--- src/rtl/sram_ctl_pkg.sv ---
package sram_ctl_pkg;

    localparam int unsigned SRAM_AW = 18;
    localparam int unsigned SRAM_DW = 8;

    typedef enum logic [1:0] {
        PH_IDLE    = 2'd0,
        PH_READ    = 2'd1,
        PH_WSTROBE = 2'd2,
        PH_WRECOV  = 2'd3
    } phase_e;

    typedef struct packed {
        logic               write;
        logic [SRAM_AW-1:0] addr;
        logic [SRAM_DW-1:0] data;
    } sram_req_t;

    typedef struct packed {
        logic               cs_n;
        logic               we_n;
        logic               oe_n;
        logic               dq_oe;
    } sram_strobe_t;

    function automatic int unsigned ns_to_cyc(int unsigned ns, int unsigned clk_ns);
        int unsigned c;
        c = (ns + clk_ns - 1) / clk_ns;
        return (c == 0) ? 1 : c;
    endfunction

    function automatic int unsigned imax(int unsigned a, int unsigned b);
        return (a > b) ? a : b;
    endfunction

    // Full cycle / access time per speed grade index
    function automatic int unsigned grade_cycle_ns(int unsigned g);
        case (g)
            0: return 55;
            1: return 70;
            2: return 85;
            3: return 100;
            default: return 120;
        endcase
    endfunction

    function automatic int unsigned grade_oe_ns(int unsigned g);
        case (g)
            0: return 30;
            1: return 35;
            2: return 55;
            3: return 60;
            default: return 70;
        endcase
    endfunction

    function automatic int unsigned grade_wp_ns(int unsigned g);
        case (g)
            0: return 40;
            1: return 50;
            2: return 65;
            3: return 75;
            default: return 85;
        endcase
    endfunction

    function automatic int unsigned grade_dsu_ns(int unsigned g);
        case (g)
            0: return 25;
            1: return 30;
            2: return 35;
            3: return 40;
            default: return 45;
        endcase
    endfunction

    function automatic int unsigned grade_wrec_ns(int unsigned g);
        case (g)
            0, 1: return 0;
            2, 3: return 5;
            default: return 10;
        endcase
    endfunction

    function automatic int unsigned rd_cycles(int unsigned g, int unsigned clk_ns);
        return ns_to_cyc(imax(grade_cycle_ns(g), grade_oe_ns(g)), clk_ns);
    endfunction

    function automatic int unsigned wp_cycles(int unsigned g, int unsigned clk_ns);
        return ns_to_cyc(imax(grade_wp_ns(g), grade_dsu_ns(g)), clk_ns);
    endfunction

    function automatic int unsigned rec_cycles(int unsigned g, int unsigned clk_ns);
        int unsigned wc;
        int unsigned wp;
        int unsigned fill;
        wc   = ns_to_cyc(grade_cycle_ns(g), clk_ns);
        wp   = wp_cycles(g, clk_ns);
        fill = (wc > wp) ? (wc - wp) : 0;
        return imax(imax(ns_to_cyc(grade_wrec_ns(g), clk_ns), fill), 1);
    endfunction

endpackage

--- src/rtl/sram_req_latch.sv ---
module sram_req_latch
    import sram_ctl_pkg::*;
(
    input  logic      clk,
    input  logic      rst,
    input  logic      take,
    input  sram_req_t req_in,
    output sram_req_t req_q
);
    always_ff @(posedge clk) begin
        if (rst) begin
            req_q <= '0;
        end else if (take) begin
            req_q <= req_in;
        end
    end
endmodule

--- src/rtl/sram_phase_seq.sv ---
module sram_phase_seq
    import sram_ctl_pkg::*;
#(
    parameter int unsigned RD_N  = 6,
    parameter int unsigned WP_N  = 4,
    parameter int unsigned REC_N = 2
) (
    input  logic         clk,
    input  logic         rst,
    input  logic         start,
    input  logic         start_write,
    output phase_e       phase,
    output logic         read_last,
    output sram_strobe_t strobe
);
    localparam int unsigned MAX_N = imax(imax(RD_N, WP_N), REC_N);
    localparam int unsigned CW    = (MAX_N > 1) ? $clog2(MAX_N) : 1;
    localparam logic [CW-1:0] RD_LOAD  = CW'(RD_N - 1);
    localparam logic [CW-1:0] WP_LOAD  = CW'(WP_N - 1);
    localparam logic [CW-1:0] REC_LOAD = CW'(REC_N - 1);

    phase_e        ph_q, ph_d;
    logic [CW-1:0] cnt_q, cnt_d;
    logic          cnt_zero;

    assign cnt_zero = (cnt_q == '0);

    always_comb begin
        ph_d  = ph_q;
        cnt_d = cnt_zero ? cnt_q : cnt_q - 1'b1;
        unique case (ph_q)
            PH_IDLE: begin
                if (start) begin
                    ph_d  = start_write ? PH_WSTROBE : PH_READ;
                    cnt_d = start_write ? WP_LOAD : RD_LOAD;
                end
            end
            PH_READ: begin
                if (cnt_zero) ph_d = PH_IDLE;
            end
            PH_WSTROBE: begin
                if (cnt_zero) begin
                    ph_d  = PH_WRECOV;
                    cnt_d = REC_LOAD;
                end
            end
            PH_WRECOV: begin
                if (cnt_zero) ph_d = PH_IDLE;
            end
            default: ph_d = PH_IDLE;
        endcase
    end

    always_ff @(posedge clk) begin
        if (rst) begin
            ph_q  <= PH_IDLE;
            cnt_q <= '0;
        end else begin
            ph_q  <= ph_d;
            cnt_q <= cnt_d;
        end
    end

    always_comb begin
        strobe = '{cs_n: 1'b1, we_n: 1'b1, oe_n: 1'b1, dq_oe: 1'b0};
        unique case (ph_q)
            PH_READ:    strobe = '{cs_n: 1'b0, we_n: 1'b1, oe_n: 1'b0, dq_oe: 1'b0};
            PH_WSTROBE: strobe = '{cs_n: 1'b0, we_n: 1'b0, oe_n: 1'b1, dq_oe: 1'b1};
            PH_WRECOV:  strobe = '{cs_n: 1'b0, we_n: 1'b1, oe_n: 1'b1, dq_oe: 1'b1};
            default:    strobe = '{cs_n: 1'b1, we_n: 1'b1, oe_n: 1'b1, dq_oe: 1'b0};
        endcase
    end

    assign phase     = ph_q;
    assign read_last = (ph_q == PH_READ) && cnt_zero;
endmodule

--- src/rtl/sram_rd_capture.sv ---
module sram_rd_capture
    import sram_ctl_pkg::*;
(
    input  logic               clk,
    input  logic               rst,
    input  logic               grab,
    input  logic [SRAM_DW-1:0] bus_in,
    output logic               rsp_valid,
    output logic [SRAM_DW-1:0] rsp_data
);
    always_ff @(posedge clk) begin
        if (rst) begin
            rsp_valid <= 1'b0;
            rsp_data  <= '0;
        end else begin
            rsp_valid <= grab;
            if (grab) rsp_data <= bus_in;
        end
    end
endmodule

--- src/rtl/sram_async_ctl.sv ---
module sram_async_ctl
    import sram_ctl_pkg::*;
#(
    parameter int unsigned CLK_NS = 10,
    parameter int unsigned GRADE  = 0
) (
    input  logic               clk,
    input  logic               rst,
    input  logic               req_valid,
    output logic               req_ready,
    input  logic               req_write,
    input  logic [SRAM_AW-1:0] req_addr,
    input  logic [SRAM_DW-1:0] req_wdata,
    output logic               rsp_valid,
    output logic [SRAM_DW-1:0] rsp_rdata,
    output logic [SRAM_AW-1:0] ram_addr,
    output logic               ram_cs_n,
    output logic               ram_we_n,
    output logic               ram_oe_n,
    output logic [SRAM_DW-1:0] ram_dq_out,
    output logic               ram_dq_oe,
    input  logic [SRAM_DW-1:0] ram_dq_in
);
    localparam int unsigned RD_N  = rd_cycles(GRADE, CLK_NS);
    localparam int unsigned WP_N  = wp_cycles(GRADE, CLK_NS);
    localparam int unsigned REC_N = rec_cycles(GRADE, CLK_NS);

    phase_e       phase;
    logic         read_last;
    logic         accept;
    sram_strobe_t strobe;
    sram_req_t    req_in, req_q;

    assign req_ready = (phase == PH_IDLE);
    assign accept    = req_valid && req_ready;
    assign req_in    = '{write: req_write, addr: req_addr, data: req_wdata};

    sram_req_latch u_latch (
        .clk    (clk),
        .rst    (rst),
        .take   (accept),
        .req_in (req_in),
        .req_q  (req_q)
    );

    sram_phase_seq #(
        .RD_N  (RD_N),
        .WP_N  (WP_N),
        .REC_N (REC_N)
    ) u_seq (
        .clk         (clk),
        .rst         (rst),
        .start       (accept),
        .start_write (req_write),
        .phase       (phase),
        .read_last   (read_last),
        .strobe      (strobe)
    );

    sram_rd_capture u_cap (
        .clk       (clk),
        .rst       (rst),
        .grab      (read_last),
        .bus_in    (ram_dq_in),
        .rsp_valid (rsp_valid),
        .rsp_data  (rsp_rdata)
    );

    assign ram_addr   = req_q.addr;
    assign ram_dq_out = req_q.data;
    assign ram_cs_n   = strobe.cs_n;
    assign ram_we_n   = strobe.we_n;
    assign ram_oe_n   = strobe.oe_n;
    assign ram_dq_oe  = strobe.dq_oe;
endmodule

--- config.mk ---
export PLATFORM = sky130hd
export DESIGN_NAME = sram_async_ctl
export DESIGN_NICKNAME = d
export VERILOG_FILES = /design/src/rtl/sram_ctl_pkg.sv /design/src/rtl/sram_req_latch.sv /design/src/rtl/sram_phase_seq.sv /design/src/rtl/sram_rd_capture.sv /design/src/rtl/sram_async_ctl.sv
export SDC_FILE = /design/constraint.sdc
export NUM_CORES = 1
export LEC_CHECK = 0
export ABC_CLOCK_PERIOD_IN_PS = 1240
export BUFFER_PORTS_ARGS = -buffer_cell sky130_fd_sc_hd__buf_2
export CAP_MARGIN = 40
export CELL_PAD_IN_SITES_DETAIL_PLACEMENT = 1
export CELL_PAD_IN_SITES_GLOBAL_PLACEMENT = 2
export CORE_UTILIZATION = 22
export CTS_CLUSTER_SIZE = 10
export DETAILED_ROUTE_END_ITERATION = 7
export GPL_ROUTABILITY_DRIVEN = 0
export PLACE_DENSITY = 0.75
export REMOVE_ABC_BUFFERS = 1
export SLEW_MARGIN = 20
export SYNTH_ARGS = -nofsm -noshare
export SYNTH_HDL_FRONTEND = slang
export SYNTH_SLANG_ARGS = --single-unit
--- constraint.sdc ---
create_clock -name clk -period 1.24 [get_ports clk]
set_input_delay 0.124 -clock clk [delete_from_list [all_inputs] [get_ports clk]]
set_output_delay 0.124 -clock clk [all_outputs]
set_load 0.01 [all_outputs]
==> metrics.md, run 1 <==
| Metric | Value |
|---|---|
| Initial DRC Count | `82` |
| N_diodes | `0` |
| Drt pass-1 iters | `4` |
| PD cells | `1600 mW/mm²` |
| Die ar. | `0.00753 mm²` |
| H-tree lvl count | `2` |
| Root Driver | `clkbuf_8` |
| Max-cap viol count | `0` |
| Hold Crit Class | `primary input to flip-flop` |
| Crit Path Max Fanout | `10` |
| Routed WL | `4540 µm` |
| DRT met1 WL | `2020 µm` |
| Most common cell after layout, fill and taps aside | `buf_2` |
| Fin nets | `318` |
| CTS tree | `yes` |
| Sequential-to-total area share from yosys stat | `50.6%` |
| Die W | `86.8 µm` |
| Worst-Margin Slew | `0.262 ns` |
| Io pins | `78` |
| Status | `finished with violations` |
| Slew Viols, Final | `0` |
| Drt drc | `0` |
| Routed vias | `1587` |
| CP Data Required Time | `1.46 ns` |
| # rows | `30` |
| Post-synthesis cell area | `0.00158 mm²` |
| DR top layer | `met4` |
| Ys Warns | `0` |
| Synth cell types | `25` |
| Largest net degree at the start of global routing | `25` |
| Final Cycle Share | `100%` |
| Worst Setup Start Kind | `flip-flop` |
| Total track usage | `12.5%` |
| Fin crit period | `1.24 ns` |
| Fill count | `863` |
| Synth Instances | `188` |
| Hold Slack | `0.0659 ns` |
| Crit path DAT | `1.47 ns` |
| Met2 wire length | `2190 µm` |
| Final setup fails | `2` |
| WL per Instance | `12.1 µm` |
| Clk slew on worst S/H paths | `0.08 ns` |
| Hold Buf Count CTS | `0` |
| Worst skew pair latency | `0.29 ns` |
| Slew headroom | `82.4%` |
| Crit path kind | `flip-flop to flip-flop` |
| Mean Syn Cell Area | `8.41 µm²` |
| Die span in y | `86.8 µm` |
| Grt total ovfl | `0` |
| Detailed placement HPWL | `3220 µm` |
| Final hold vios | `0` |
| DP Worst Slack | `-0.0911 ns` |
| Worst Slack Setup Final | `-0.00319 ns` |
| First-pass GRT wire length | `7310 µm` |
| Number of CTS-inserted buffers | `5` |
| Worst Skew | `0.00405 ns` |
| Leak | `0.00109 µW` |
| Core area | `0.00687 mm²` |
| Starting Density | `23.0%` |
| Max VDD drop | `0.000519 V` |
| Post-synthesis register bit count | `40` |
| CP endpoint kind | `flip-flop` |
| Max Clock Freq | `804 MHz` |
| Layout cells sized above 1 | `52.0%` |
| RSZ-0062 raised after global routing | `true` |
| Drt via density | `4.23` |
| Most frequent cells in the layout | `buf_2, nand2_1, dfxtp_1` |
| Violated checks | `setup timing` |
| Vias in the first global route | `1546` |
| # port buffers | `77` |
| TNS Setup | `-0.00367 ns` |
| Fin util | `35.7%` |
| Antenna violations before repair | `0` |
| Routed wl met3 | `304 µm` |
| Area growth syn-to-layout | `54.9%` |
| Max clock buf depth | `2` |
| Sink Count | `40` |
| Remaining antenna violation count after routing | `0` |
[Yosys cell counts]
cell | number | area, µm²
a21oi_2 | 8 | 70.1
buf_2 | 4 | 20.0
nand2b_1 | 3 | 18.8
nor3_1 | 1 | 5.00
clkbuf_1 | 5 | 18.8
nor2b_1 | 2 | 12.5
a2bb2oi_1 | 1 | 8.76
nand4bb_1 | 1 | 11.3
buf_4 | 1 | 7.51
nand2_1 | 68 | 255
buf_6 | 5 | 56.3
nor2_1 | 4 | 15.0
or3b_1 | 1 | 8.76
o31ai_1 | 1 | 7.51
dfxtp_1 | 40 | 801
nor3b_2 | 1 | 12.5
nor4bb_1 | 1 | 10.0
mux2_2 | 1 | 11.3
a41oi_1 | 1 | 8.76
ha_1 | 2 | 25.0
o221ai_1 | 1 | 8.76
inv_1 | 3 | 11.3
a21oi_1 | 28 | 140
a211oi_1 | 3 | 22.5
nor3b_1 | 2 | 15.0
[power by group]
part	leakage [µW]	internal [µW]	switching, µW	total [µW]
clock network	0.0000552	598	454	1050
registers	0.000329	1440	92.7	1530
logic	0.000703	677	663	1340
total	0.00109	2710	1210	3920
[layout make-up]
class                           count  area (µm²)  area share, %
Clock inverter                      2        35.0           1.43
Sequential cell                    40         805           32.8
Timing Repair Buffer               98         609           24.9
Multi-Input combinational cell    130         797           32.5
Tap cell                           96         120           4.90
Clock buffer                        6        72.6           2.96
Inverter                            3        11.3          0.460
[path summary, 6_finish.rpt]
path | startpoint | end | slack [ns] | cells after the start
worst max-delay path | u_seq.phase[0] | u_latch.req_q[5] | -0.003 | 6
worst min-delay path | ram_dq_in[1] | u_cap.rsp_data[1] | 0.07 | 3
worst min register to register | u_latch.req_q[9] | u_latch.req_q[9] | 0.45 | 2
worst max register to register | u_seq.phase[0] | u_latch.req_q[5] | -0.003 | 6
[stage by stage]
step,cell area (µm²),power [µW],cells
floorplan,1480,2070,173
global placement,2140,2600,363
detailed placement,2140,2620,363
CTS,2330,3840,375
global route,2450,4190,375
finish,2450,3920,375
[timing repair]
action                     in CTS  in global routing
cloned                          1                  0
gates resized for setup        15                 32
setup endpoints to repair      37                 39
hold endpoints to repair        0                  0
buffers inserted                3                  2
pin swaps                       3                  8
[critical path, cell delays in order (launching register included)]
cell     delay [ns]
dfxtp_2        0.34
buf_6          0.13
nor3b_4        0.22
buf_6          0.17
buf_8          0.14
nand2_1        0.07
a21oi_2        0.11
[metal layers]
layer  vias up  GRT usage, %
li1        790             -
met1       737          15.8
met2        57          20.0
met3         3          4.10
met4         0          3.94
met5         -             0
[state kept, by name (all words and copies together) (netlist names)]
register / flops
u_cap.rsp_valid: 1
u_cap.rsp_data: 8
u_seq.cnt_q: 3
u_latch.req_q: 26
u_seq.phase: 2
[cells by family after synthesis]
kind of cell | synth area share (%)
AO/OA/AOI/OAI | 16.9
AND/OR/NAND/NOR | 23.0
flip-flops | 50.6
buffers and inverters | 7.20
adder cells (fa/ha/maj) | 1.58
multiplexers | 0.712
(Power assumes the default switching activity.)
==> inputs of run 2 (changes only) <==
--- a/config.mk
+++ b/config.mk
@@ -10,13 +10,14 @@
 export CAP_MARGIN = 40
 export CELL_PAD_IN_SITES_DETAIL_PLACEMENT = 1
 export CELL_PAD_IN_SITES_GLOBAL_PLACEMENT = 2
-export CORE_UTILIZATION = 22
+export CORE_UTILIZATION = 24
 export CTS_CLUSTER_SIZE = 10
 export DETAILED_ROUTE_END_ITERATION = 7
 export GPL_ROUTABILITY_DRIVEN = 0
-export PLACE_DENSITY = 0.75
+export PLACE_DENSITY = 0.74
 export REMOVE_ABC_BUFFERS = 1
 export SLEW_MARGIN = 20
 export SYNTH_ARGS = -nofsm -noshare
 export SYNTH_HDL_FRONTEND = slang
+export SYNTH_HIERARCHICAL = 1
 export SYNTH_SLANG_ARGS = --single-unit
==> run 2 against run 1 <==
Against the previous run: the flow finishes with violations (DRC, setup timing); non-clock buffer count rose by 3; clock-buffer cell count unchanged; cell count fell by 13%; global-route usage fell by 0.45 points.
==> metrics.md, run 2 <==
| Metric | Value |
|---|---|
| Io pins | `78` |
| CTS tree | `yes` |
| Total track usage | `12.1%` |
| R2R Setup Slk | `-0.09 ns` |
| Slew Viols, Final | `0` |
| Fin nets | `289` |
| Fill count | `759` |
| Largest net degree at the start of global routing | `17` |
| Number of CTS-inserted buffers | `5` |
| Leak | `0.00117 µW` |
| Drt pass-1 iters | `5` |
| Vias in the first global route | `1459` |
| Detailed placement HPWL | `2970 µm` |
| Most frequent cells in the layout | `buf_2, dfxtp_1, nor2_1` |
| Worst Setup Start Kind | `flip-flop` |
| Core area | `0.00642 mm²` |
| Biggest register | `u_latch/req_q` |
| Root Driver | `clkbuf_8` |
| RR Endpoint | `u_seq/cnt_q[1]` |
| Crit Path Max Fanout | `3` |
| Max reg flops | `26` |
| Drt drc | `6` |
| Clk slew on worst S/H paths | `0.08 ns` |
| Largest regs | `u_latch/req_q x26, u_cap/rsp_data x8, u_seq/cnt_q x3` |
| Final setup fails | `40` |
| Critical Path Sink | `ram_oe_n` |
| Hold Crit Class | `primary input to flip-flop` |
| # port buffers | `77` |
| First-pass GRT wire length | `6830 µm` |
| Hold Buf Count CTS | `0` |
| Layout cells sized above 1 | `50.0%` |
| Worst Skew | `0.00539 ns` |
| CP Data Required Time | `1.12 ns` |
| Drt via density | `4.31` |
| Crit path kind | `flip-flop to output port` |
| Cells on worst reg2reg path | `6` |
| Ys Warns | `6` |
| Hold Slack | `0.0657 ns` |
| TNS Setup | `-2.24 ns` |
| Max VDD drop | `0.000612 V` |
| Crit path DAT | `1.24 ns` |
| Remaining antenna violation count after routing | `0` |
| Post-synthesis cell area | `0.00162 mm²` |
| Routed WL | `4140 µm` |
| Violated checks | `DRC, setup timing` |
| Worst path max stage delay | `0.35 ns` |
| Initial DRC Count | `29` |
| Worst-Margin Slew | `0.337 ns` |
| Die W | `84.2 µm` |
| WL per Instance | `12.7 µm` |
| Final Cycle Share | `110%` |
| N_diodes | `0` |
| Fin crit period | `1.37 ns` |
| Status | `finished with violations` |
| Final hold vios | `0` |
| RSZ-0062 raised after global routing | `true` |
| Crit path cell chain | `or2b_2, buf_4, buf_2` |
| Antenna violations before repair | `0` |
| CP endpoint kind | `output port` |
| Max clock buf depth | `2` |
| PD cells | `2110 mW/mm²` |
| Slowest CP cell | `dfxtp_2` |
| Slew headroom | `77.5%` |
| Routed vias | `1409` |
| Die ar. | `0.00708 mm²` |
| Most common cell after layout, fill and taps aside | `buf_2` |
| Worst Setup SP | `u_seq/phase[0]` |
| Die span in y | `84.2 µm` |
| H-tree lvl count | `2` |
| Sink Count | `40` |
| Mean Syn Cell Area | `10.7 µm²` |
| Reg-to-Reg Start | `u_seq/phase[0]` |
| Worst Slack Setup Final | `-0.129 ns` |
| Area growth syn-to-layout | `49.7%` |
| Grt total ovfl | `0` |
| Worst skew pair latency | `0.29 ns` |
| # rows | `29` |
| Synth Instances | `151` |
| Starting Density | `25.2%` |
| Max-cap viol count | `0` |
| Max Clock Freq | `731 MHz` |
[run 2: worst max-delay path: cells and delay by family, from the launching register on]
family / cells / cell delay [ns]
DFF: 1 / 0.35
and+or+nand+nor: 1 / 0.33
buffers and inverters: 2 / 0.28
[run 2: metal layers]
metal / up-vias / GRT usage (%) / share of wire, %
met5: - / 0 / 0
met1: 663 / 14.9 / 45
met3: 5 / 3.15 / 4.6
met4: 0 / 3.76 / 0.99
li1: 702 / - / -
met2: 39 / 20.5 / 49
[run 2: final cells by class]
| class | instances | area [µm²] | area share (%) |
|---|---|---|---|
| clock buffers | 6 | 82.6 | 3.40 |
| clock inverters | 2 | 38.8 | 1.60 |
| inverters | 2 | 7.51 | 0.309 |
| multi-input cells | 99 | 756 | 31.2 |
| flip-flops and latches | 40 | 803 | 33.1 |
| well taps | 77 | 96.3 | 3.97 |
| repair buffers | 101 | 642 | 26.5 |
[run 2: through the flow]
step / setup slack, ns / total power (µW) / cells / area [µm²] / utilization [%]
global route: -0.201 / 5460 / 327 / 2430 / 37.8
detailed placement: -0.129 / 3640 / 314 / 2160 / 33.6
CTS: -0.133 / 5020 / 326 / 2370 / 36.9
global placement: -0.0959 / 3620 / 314 / 2160 / 33.6
floorplan: -1.71 / 2800 / 141 / 1520 / -
finish: -0.129 / 5130 / 327 / 2430 / 37.8
[run 2: worst min-delay path by stage]
| stage | cells after the start | to | startpoint |
|---|---|---|---|
| 2_1_floorplan | 1 | u_seq/cnt_q[0] | rst |
| 3_3_place_gp | 3 | u_latch/req_q[2] | req_wdata[2] |
| 3_5_place_dp | 3 | u_latch/req_q[8] | req_addr[0] |
| 4_1_cts | 3 | u_cap/rsp_data[2] | ram_dq_in[2] |
| 5_1_grt | 3 | u_latch/req_q[17] | req_addr[9] |
| 6_report | 3 | u_cap/rsp_data[2] | ram_dq_in[2] |
[run 2: power breakdown]
group,total (µW),switching [µW],leakage (µW),internal (µW)
registers,1670,140,0.000329,1530
clock network,1120,467,0.0000614,658
logic,2330,1060,0.000781,1270
total,5130,1670,0.00117,3460
[run 2: timing repair]
action / CTS / global route
cloned: 2 / 0
setup buffers: 2 / 1
resized for setup: 15 / 11
endpoints found under the setup margin: 42 / 42
pin swaps: 12 / 7
